==> config.mk <==
export PLATFORM = sky130hd
export DESIGN_NAME = chan_scan_seq
export DESIGN_NICKNAME = d
export VERILOG_FILES = /design/src/rtl/chan_scan_pkg.sv /design/src/rtl/chan_scan_cfg_dec.sv /design/src/rtl/chan_scan_state.sv /design/src/rtl/chan_scan_out.sv /design/src/rtl/chan_scan_seq.sv
export SDC_FILE = /design/constraint.sdc
export NUM_CORES = 1
export LEC_CHECK = 0
export BUFFER_PORTS_ARGS = -buffer_cell sky130_fd_sc_hd__clkbuf_2
export CORE_MARGIN = 5
export CORE_UTILIZATION = 40
export CTS_CLUSTER_SIZE = 25
export DETAILED_ROUTE_END_ITERATION = 12
export PLACE_DENSITY = 0.63
export SYNTH_ARGS = -nofsm -noshare
export SYNTH_HDL_FRONTEND = slang
export SYNTH_HIERARCHICAL = 1
export SYNTH_SLANG_ARGS = --single-unit
export TNS_END_PERCENT = 30
==> constraint.sdc <==
create_clock -name clk -period 3.6 [get_ports clk]
set_input_delay 1.08 -clock clk [delete_from_list [all_inputs] [get_ports clk]]
set_output_delay 1.08 -clock clk [all_outputs]
set_load 0.01 [all_outputs]
==> src/rtl/chan_scan_pkg.sv <==
package chan_scan_pkg;

    parameter int IDX_W     = 3;
    parameter int CFG_W     = 14;
    parameter int LAST_LSB  = 7;
    parameter int PAIR_BIT  = 10;
    parameter int TEMP_BIT  = 11;
    parameter int EN_BIT    = 12;

    localparam int CODE_W = IDX_W + 1;
    localparam logic [CODE_W-1:0] TEMP_CODE = CODE_W'(1) << IDX_W;

    typedef logic [IDX_W-1:0]  idx_t;
    typedef logic [CODE_W-1:0] code_t;

    typedef struct packed {
        idx_t last;
        logic paired;
        logic temp_en;
        logic enable;
    } scan_cfg_t;

    typedef struct packed {
        code_t code;
        logic  pair;
    } slot_t;

    function automatic scan_cfg_t decode_cfg(input logic [CFG_W-1:0] w);
        scan_cfg_t c;
        c.last    = w[LAST_LSB +: IDX_W];
        c.paired  = w[PAIR_BIT];
        c.temp_en = w[TEMP_BIT];
        c.enable  = w[EN_BIT];
        return c;
    endfunction

    function automatic logic [IDX_W:0] step_from(input idx_t idx, input logic paired);
        return {1'b0, idx} + {{(IDX_W-1){1'b0}}, paired, ~paired};
    endfunction

    function automatic slot_t chan_slot(input idx_t idx, input logic paired);
        slot_t s;
        s.code = {1'b0, idx};
        s.pair = paired;
        return s;
    endfunction

endpackage

==> src/rtl/chan_scan_cfg_dec.sv <==
module chan_scan_cfg_dec
    import chan_scan_pkg::*;
(
    input  logic [CFG_W-1:0] cfg_word,
    output scan_cfg_t        cfg
);
    logic unused_cfg_bits;

    always_comb begin
        cfg = decode_cfg(cfg_word);
    end

    assign unused_cfg_bits = ^{cfg_word[LAST_LSB-1:0], cfg_word[CFG_W-1]};

endmodule

==> src/rtl/chan_scan_state.sv <==
module chan_scan_state
    import chan_scan_pkg::*;
(
    input  logic      clk,
    input  logic      rst,
    input  scan_cfg_t cfg,
    input  logic      conv_start,
    input  logic      reload,
    output slot_t     cur_slot
);
    idx_t           idx_q;
    logic           temp_pend_q;
    idx_t           eff_idx;
    logic           eff_pend;
    logic [IDX_W:0] nxt;
    logic           past_last;

    always_comb begin
        eff_idx   = reload ? '0 : idx_q;
        eff_pend  = reload ? 1'b0 : temp_pend_q;
        nxt       = step_from(eff_idx, cfg.paired);
        past_last = nxt > {1'b0, cfg.last};
        if (eff_pend) begin
            cur_slot.code = TEMP_CODE;
            cur_slot.pair = 1'b0;
        end else begin
            cur_slot = chan_slot(eff_idx, cfg.paired);
        end
    end

    always_ff @(posedge clk) begin
        if (rst || !cfg.enable) begin
            idx_q       <= '0;
            temp_pend_q <= 1'b0;
        end else if (conv_start) begin
            if (eff_pend) begin
                idx_q       <= '0;
                temp_pend_q <= 1'b0;
            end else if (past_last) begin
                idx_q       <= '0;
                temp_pend_q <= cfg.temp_en;
            end else begin
                idx_q       <= nxt[IDX_W-1:0];
                temp_pend_q <= 1'b0;
            end
        end else if (reload) begin
            idx_q       <= '0;
            temp_pend_q <= 1'b0;
        end
    end

endmodule

==> src/rtl/chan_scan_out.sv <==
module chan_scan_out
    import chan_scan_pkg::*;
(
    input  logic      clk,
    input  logic      rst,
    input  logic      conv_start,
    input  scan_cfg_t cfg,
    input  slot_t     cur_slot,
    output slot_t     out_slot
);
    slot_t pick;

    always_comb begin
        if (cfg.enable) pick = cur_slot;
        else            pick = chan_slot(cfg.last, cfg.paired);
    end

    always_ff @(posedge clk) begin
        if (rst)             out_slot <= '0;
        else if (conv_start) out_slot <= pick;
    end

endmodule

==> src/rtl/chan_scan_seq.sv <==
module chan_scan_seq
    import chan_scan_pkg::*;
(
    input  logic              clk,
    input  logic              rst,
    input  logic [CFG_W-1:0]  cfg_word,
    input  logic              conv_start,
    input  logic              reload,
    output logic [CODE_W-1:0] chan_code,
    output logic              pair_sel
);
    scan_cfg_t cfg;
    slot_t     cur_slot;
    slot_t     out_slot;

    chan_scan_cfg_dec dec_i (
        .cfg_word (cfg_word),
        .cfg      (cfg)
    );

    chan_scan_state st_i (
        .clk        (clk),
        .rst        (rst),
        .cfg        (cfg),
        .conv_start (conv_start),
        .reload     (reload),
        .cur_slot   (cur_slot)
    );

    chan_scan_out out_i (
        .clk        (clk),
        .rst        (rst),
        .conv_start (conv_start),
        .cfg        (cfg),
        .cur_slot   (cur_slot),
        .out_slot   (out_slot)
    );

    assign chan_code = out_slot.code;
    assign pair_sel  = out_slot.pair;

endmodule

# Word-level counts from Yosys, hierarchy flattened
# Index checks and enable logic that the tools add are counted.
[totals]
reg_bits = 9
elab_cells = 19
out_inout_bits = 5
inputBits = 18
[classes]
n_lt_le_gt_ge = 1
reduce_logical = 2
add_sub_neg = 1
mux = 10
bitwise_logic = 1
[ops]
columns = ["cell", "n"]
rows = [
  ["two-way mux 3 bit", 4],
  ["two-way mux 5 bit", 2],
  ["adder 3 x 2 -> 4 bit", 1],
  ["> comparator 4 x 3 -> 1 bit", 1],
  ["two-way mux 1 bit", 4],
  ["logical NOT 1 bit", 1],
  ["logical OR 1 bit", 1],
  ["NOT 1 bit", 1],
]

# Logic depth before layout (Yosys ltp)
# Gate-level depths: netlist of the first run.
[depth]
depth_word = 6
ltp_mapped = 12

# By module
# The synthesis of the first run kept the hierarchy.
[by_module_without_submodules]
columns = ["mod", "area_each_um2", "instances", "seq_area_each_um2", "cells_per_inst"]
rows = [
  ["chan_scan_state", 372.9, 1, 80.1, 44],
  ["chan_scan_out", 217.7, 1, 100.1, 22],
  ["chan_scan_cfg_dec", 45.0, 1, 0.0, 6],
]

# Worst setup path after synthesis of the first run
# No wires, ideal clock.
[synth_timing]
kind = "input-to-reg"
from = "in reload"
to = "reg st_i.idx_q[1]"
cell_stages = 10
path_buffers = 0
arrival_time_ns = 3.095
setup_time_ns = 0.117
required_time_ns = 3.483
slack_ns = 0.389
path_cell_list = "and2b_1 > ha_1 > fa_1 > and2_1 > or2_2 > ha_1 > nand3_1 > o21ai_0 > o21a_1 > a22o_1"
[synth_via]
elab_chain_len = 6
[synth_lines]
columns = ["item", "line", "source"]
rows = [
  ["from (decl)", "chan_scan_seq.sv:8", "input logic reload,"],
  ["two-way mux 3 bit", "n/a", ""],
  ["adder 3 x 2 -> 4 bit", "chan_scan_pkg.sv:38", "return {1'b0, idx} + {{(IDX_W-1){1'b0}}, paired, ~paired};"],
  ["> comparator 4 x 3 -> 1 bit", "chan_scan_state.sv:22", "past_last = nxt > {1'b0, cfg.last};"],
  ["two-way mux 3 bit", "chan_scan_state.sv:39", "end else if (past_last) begin"],
  ["two-way mux 3 bit", "chan_scan_state.sv:36", "if (eff_pend) begin"],
  ["two-way mux 3 bit (*)", "chan_scan_state.sv:35", "end else if (conv_start) begin"],
  ["to (signal assigned)", "chan_scan_state.sv:43", "idx_q <= nxt[IDX_W-1:0];"],
  ["to (decl)", "chan_scan_state.sv:11", "idx_t idx_q;"],
]
# Every way passes the cells marked *; elsewhere a longest branch is shown, timed or not.
# A chain may end at the register's enable or synchronous reset.

# Worst setup path after layout of the first run
# Ends and elaborated chain as after synthesis.

==> flow_summary_export.csv, run 1 <==
group,metric,value,unit
run_status,run_status,"complete, no violations",
pwr,power.density,326.5,mW/mm²
clock_network,cts-resized-gates,0,
yosys,synth-seq-cells,9,
layout,area_delta_synth_final,7.480,%
worst_setup_path,cpPeakStageDelay,380,ps
global_routing,grt_pass1_wl,1.932,mm
clock_network,cts.sinks,9,
sta,setup_viol,0,
floorplan,core-area,0.001506,mm²
drt,vias_per_cell,5.052,
worst_setup_path,cp_max_fo,4,
drt,route.detailed.drc,0,
worst_setup_path,startpoint_type,"input pin",
placed_design,io_buffers,14,
clock_network,root_buffer,"clkbuf_4",
yosys,synth_cell_types,25,
min_path,hp-class,"register to register",
placed_design,gp_congestion,0.7716,
worst_setup_path,slowest_stage,"fa_1",
layout,n_antenna_cell,0,
drt,via_count,490,
sta,period_needed,3226,ps
floorplan,ios,23,
worst_setup_path,path_cells,"clkbuf_2, and2b_1, ha_1, fa_1, and2_1, or2_2, ha_1, nand3_1, o21ai_0, o21a_1, a22o_1",
worst_setup_path,cp.required,3750,ps
layout,utilization,45.35,%
pwr,power,223.0,µW
sta,max_freq,310.0,MHz
yosys,syn_inst,72,
yosys,synth_nets,96,
placed_design,dpl.hpwl,941,µm
sta,max_slew_margin,76.78,%
global_routing,grt_pass1_vias,478,
job,drv_cap,0,
global_routing,grt_overflow,0,
floorplan,start_util,42.19,%
floorplan,die_height,49.86,µm
floorplan,row_count,14,
worst_setup_path,endpoint_kind,"register",
sta,grt_setup_unrepaired,"no",
yosys,yosys_warnings,6,
sta,post-route-period-util,89.61,%
layout,final_cell_mix,"clkbuf_2 (14), dfxtp_1 (9), nor2_1 (7), inv_1 (6)",
drt,first_iter_violations,7,
sta,finalSetupTns,0,ps
layout,layout_commonest_cell,"clkbuf_2",
clock_network,clk_latency,260,ps
clock_network,cts_setup_buffers,0,
layout,fillers,160,
worst_setup_path,critPathArrivalTime,3380,ps
clock_network,cts_max_level,1,
global_routing,antenna_found_initial,0,
worst_setup_path,cpMostUsedCell,"ha_1",
worst_setup_path,critical_path_class,"input pin to register",
clock_network,cts_tree,"yes",
drt,wl_per_cell,11.82,µm
layout,nNetsFinal,106,
sta,worstMarginPinSlew,346.2,ps
clock_network,clockBufferDepth,2,
yosys,synthesis.area,635.6,µm²
sta,finalClockSkew,3.222,ps
sta,slew_viol_final,0,
clock_network,postCtsHoldBufs,0,
clock_network,path_clk_slew,60,ps
pwr,power.leakage,0.0003452,µW
drt,wl,1.147,mm
yosys,synth_seq_area_share,28.35,%
clock_network,cts_made_buffers,3,
sta,finalHoldViolCount,0,
layout,layout-drive-gt1-share,23.46,%
yosys,syn_avg_cell_area,8.828,µm²
global_routing,grt_max_degree,15,
floorplan,die_width,49.86,µm
floorplan,die-area,0.002486,mm²
global_routing,grt_usage,10.28,%
pwr,max-vdd-ir-drop,0.1282,mV
drt,dr.pass1.iters,4,
drt,drt.antenna.violating_nets,0,
## worst paths after layout
path | startpoint | end | slack (ps) | cells past startpoint
worst min-delay path | out_i/out_slot[4] | out_i/out_slot[4] | 470 | 2
worst max-delay path | reload | st_i/idx_q[1] | 370 | 11
worst max register to register | st_i/idx_q[0] | st_i/idx_q[1] | 1030 | 10
worst min register to register | out_i/out_slot[4] | out_i/out_slot[4] | 470 | 2
## kinds of logic after synthesis
logic type	Yosys count	share of synthesized area, %
buf+inv	15	14.37
compound gates	16	17.92
simple gates	22	20.08
flops	9	28.35
fa+ha+maj	6	12.99
mux	4	6.299
## layer usage
| layer | track usage [%] | wire length, µm | up-vias | share of wire, % |
|---|---|---|---|---|
| li1 | - | - | 260 | - |
| met1 | 12.02 | 518 | 217 | 45 |
| met2 | 15.25 | 560 | 11 | 49 |
| met3 | 3.313 | 60 | 2 | 5.2 |
| met4 | 7.860 | 7 | 0 | 0.61 |
| met5 | 0 | 0 | - | 0 |
## flip-flops by register name, summed over array words and instances, names as in the netlist
register          count
out_i/out_slot        5
st_i/idx_q            3
st_i/temp_pend_q      1
## Yosys cell counts (all sizes together)
cell type  count  share of area [%]
or2            1               0.98
ha             5                9.8
o22a           1                1.4
nor2           7                4.1
o21ai          3                2.4
a21oi          2                1.6
a211oi         5                5.9
o22ai          1               0.98
o2111a         1                1.8
and2b          2                2.4
a22o           2                2.8
buf            9                 11
o21a           1                1.2
inv            6                3.5
dfxtp          9                 28
nand2b         4                5.1
nand4          1               0.98
mux2i          4                6.3
nor2b          4                3.9
and2           1               0.98
fa             1                3.1
nand3          2                1.6
## metrics by stage
stage / hold WS, ps / cells / worst slack, ps / cell area, µm²
after floorplan: 483.2 / 72 / 388.5 / 635.6
after global placement: 455.6 / 93 / 130.7 / 656.9
after detailed placement: 468.6 / 93 / 129.3 / 656.9
after CTS: 476.9 / 97 / 382.7 / 683.2
after global routing: 505.0 / 97 / 289.9 / 683.2
final: 473.1 / 97 / 374.0 / 683.2
## cell type report
cell class	count	area, µm²	area share, %
clock buffers	4	26.28	3.846
well taps	16	20.02	2.930
repair buffers	14	70.07	10.26
inverters	6	22.52	3.297
multi-input cells	48	364.1	53.30
flip-flops and latches	9	180.2	26.37
## worst max-delay path: cells and delay by family
family,cells,cell delay (ps)
simple gates,4,730
fa+ha+maj,3,890
compound gates,3,580
buf+inv,1,100
## where the power goes
| part | total, µW | internal [µW] | switching [µW] |
|---|---|---|---|
| clock network | 78.4 | 42.7 | 35.7 |
| registers | 105 | 104 | 1.70 |
| logic | 39.4 | 18.8 | 20.6 |
| total | 223 | 165 | 57.9 |
(Power assumes the default switching activity.)
==> inputs of run 2 (changes only) <==
Settings changed: GPL_TIMING_DRIVEN set to 0, PLACE_DENSITY 0.63 to 0.65.
==> run 2 against run 1 <==
Wire length up 2.4%. Setup slack better by 5.6 ps. Design area up 5.7%. Register-to-register slack better by 20 ps. Hold slack better by 0.72 ps. Combinational power up 9.9%. Global-route usage up 0.74 points. Via count up 2.0%. Highest routed layer unchanged. Maximum frequency up 0.17%. Non-clock buffer count up 3.
==> flow_summary_export.csv, run 2 (same netlist as run 1, synthesis figures left out) <==
group,metric,value,unit
run_status,run_status,"complete, no violations",
global_routing,antenna_found_initial,0,
layout,utilization,47.92,%
min_path,hp-class,"register to register",
worst_setup_path,cp_top_family,"adder cells",
worst_setup_path,slowest_stage,"fa_1",
drt,wl,1.175,mm
clock_network,path_clk_slew,60,ps
drt,vias_per_cell,5.000,
worst_setup_path,endpoint_kind,"register",
layout,layout_commonest_cell,"dfxtp_1",
min_path,hold_depth,2,
clock_network,cts-resized-gates,0,
min_path,hp-start,"out_i/out_slot[4]",
sta,post-route-period-util,89.46,%
clock_network,clockBufferDepth,2,
sta,max_freq,310.5,MHz
worst_setup_path,r2r_cells,10,
layout,final_cell_mix,"dfxtp_1 (9), clkbuf_2 (8), buf_4 (7), nor2_1 (7), inv_1 (6)",
global_routing,grt_max_degree,11,
drt,first_iter_violations,5,
drt,drt.antenna.violating_nets,0,
worst_setup_path,cpMostUsedCell,"ha_1",
placed_design,dpl.hpwl,964.1,µm
global_routing,grt_pass1_vias,487,
global_routing,grt_usage,11.02,%
clock_network,cts_tree,"yes",
layout,n_antenna_cell,0,
worst_setup_path,reg2reg_from,"st_i/idx_q[0]",
layout,regMostFlops,"out_i/out_slot",
global_routing,grt_overflow,0,
worst_setup_path,critical_path_class,"input pin to register",
layout,layout-drive-gt1-share,26.19,%
drt,route.detailed.drc,0,
job,drv_cap,0,
clock_network,cts_made_buffers,3,
layout,reg_top3,"out_i/out_slot x5, st_i/idx_q x3, st_i/temp_pend_q x1",
sta,setup_viol,0,
clock_network,postCtsHoldBufs,0,
floorplan,start_util,42.19,%
sta,finalSetupTns,0,ps
layout,largest_reg_flops,5,
drt,via_count,500,
worst_setup_path,critPathArrivalTime,3370,ps
clock_network,clk_latency,260,ps
sta,slew_viol_final,0,
sta,period_needed,3220,ps
worst_setup_path,path_cells,"clkbuf_2, and2b_1, ha_1, fa_1, and2_1, or2_2, ha_1, nand3_1, o21ai_0, o21a_1, a22o_1",
floorplan,row_count,14,
floorplan,core-area,0.001506,mm²
floorplan,die_height,49.86,µm
min_path,hold_end,"out_i/out_slot[4]",
floorplan,die-area,0.002486,mm²
sta,worstMarginPinSlew,309.0,ps
floorplan,die_width,49.86,µm
placed_design,gp_congestion,0.7422,
placed_design,dp_cells,96,
worst_setup_path,crit_cells,11,
pwr,power.density,311.8,mW/mm²
clock_network,root_buffer,"clkbuf_4",
sta,grt_setup_unrepaired,"no",
pwr,power.leakage,0.0003645,µW
worst_setup_path,path_buf_inv,1,
clock_network,cts_max_level,1,
worst_setup_path,cp_max_fo,4,
global_routing,grt_pass1_wl,2.042,mm
drt,wl_per_cell,11.75,µm
clock_network,cts.sinks,9,
worst_setup_path,timing.rr.end,"st_i/idx_q[1]",
worst_setup_path,cp.required,3750,ps
worst_setup_path,startpoint_type,"input pin",
layout,layoutNonFillerInstCount,100,
sta,finalHoldWorstSlack,473.8,ps
worst_setup_path,r2r_setup_slack,1050,ps
drt,dr.pass1.iters,4,
sta,max_slew_margin,79.36,%
sta,finalHoldViolCount,0,
placed_design,io_buffers,8,
layout,area_delta_synth_final,13.58,%
worst_setup_path,cpPeakStageDelay,390,ps
sta,finalClockSkew,4.495,ps
floorplan,ios,23,
pwr,max-vdd-ir-drop,0.09909,mV
clock_network,cts_setup_buffers,0,
layout,nNetsFinal,109,
[run 2: final cells by class]
class | instances | area, µm²
repair buffers | 8 | 40.04
clock buffers | 4 | 26.28
multi-input cells | 48 | 364.1
fillers | 156 | 784.5
plain buffers | 9 | 68.82
well taps | 16 | 20.02
flip-flops and latches | 9 | 180.2
inverters | 6 | 22.52
[run 2: through the flow]
stage	setup slack, ps	total power [µW]	area (µm²)
2_1_floorplan	388.5	139.7	635.6
3_3_place_gp	139.9	150.2	695.7
3_5_place_dp	108.7	150.9	695.7
4_1_cts	386.3	231.4	721.9
5_1_grt	223.2	243.7	721.9
6_report	379.5	225.1	721.9
[run 2: worst max path at each step]
stage	start	endpoint	slack [ps]
2_1_floorplan	reload	st_i/idx_q[1]	390
3_3_place_gp	reload	st_i/idx_q[1]	140
3_5_place_dp	reload	st_i/idx_q[1]	110
4_1_cts	reload	st_i/idx_q[1]	390
5_1_grt	reload	st_i/idx_q[1]	220
6_report	reload	st_i/idx_q[1]	380
[run 2: tightest hold or removal path: stages (launching register included)]
cell	delay (ps)
dfxtp_1	310
nand2b_1	60
a21oi_1	50
[run 2: layer usage]
| metal | wire length [µm] | part of all wire, % | GRT usage, % | vias to the layer above |
|---|---|---|---|---|
| met5 | 0 | 0 | 0 | - |
| met4 | 12 | 1.0 | 6.550 | 0 |
| met3 | 95 | 8.1 | 5.723 | 2 |
| met2 | 563 | 48 | 17.80 | 12 |
| met1 | 504 | 43 | 11.11 | 219 |
| li1 | - | - | - | 267 |
[run 2: report_power, final]
part | switching (µW) | internal (µW) | leakage (µW)
sequential | 1.69 | 104 | 0.0000736
clock | 33.9 | 42.6 | 0.0000150
combinational | 21.1 | 22.2 | 0.000276
total | 56.7 | 168 | 0.000365
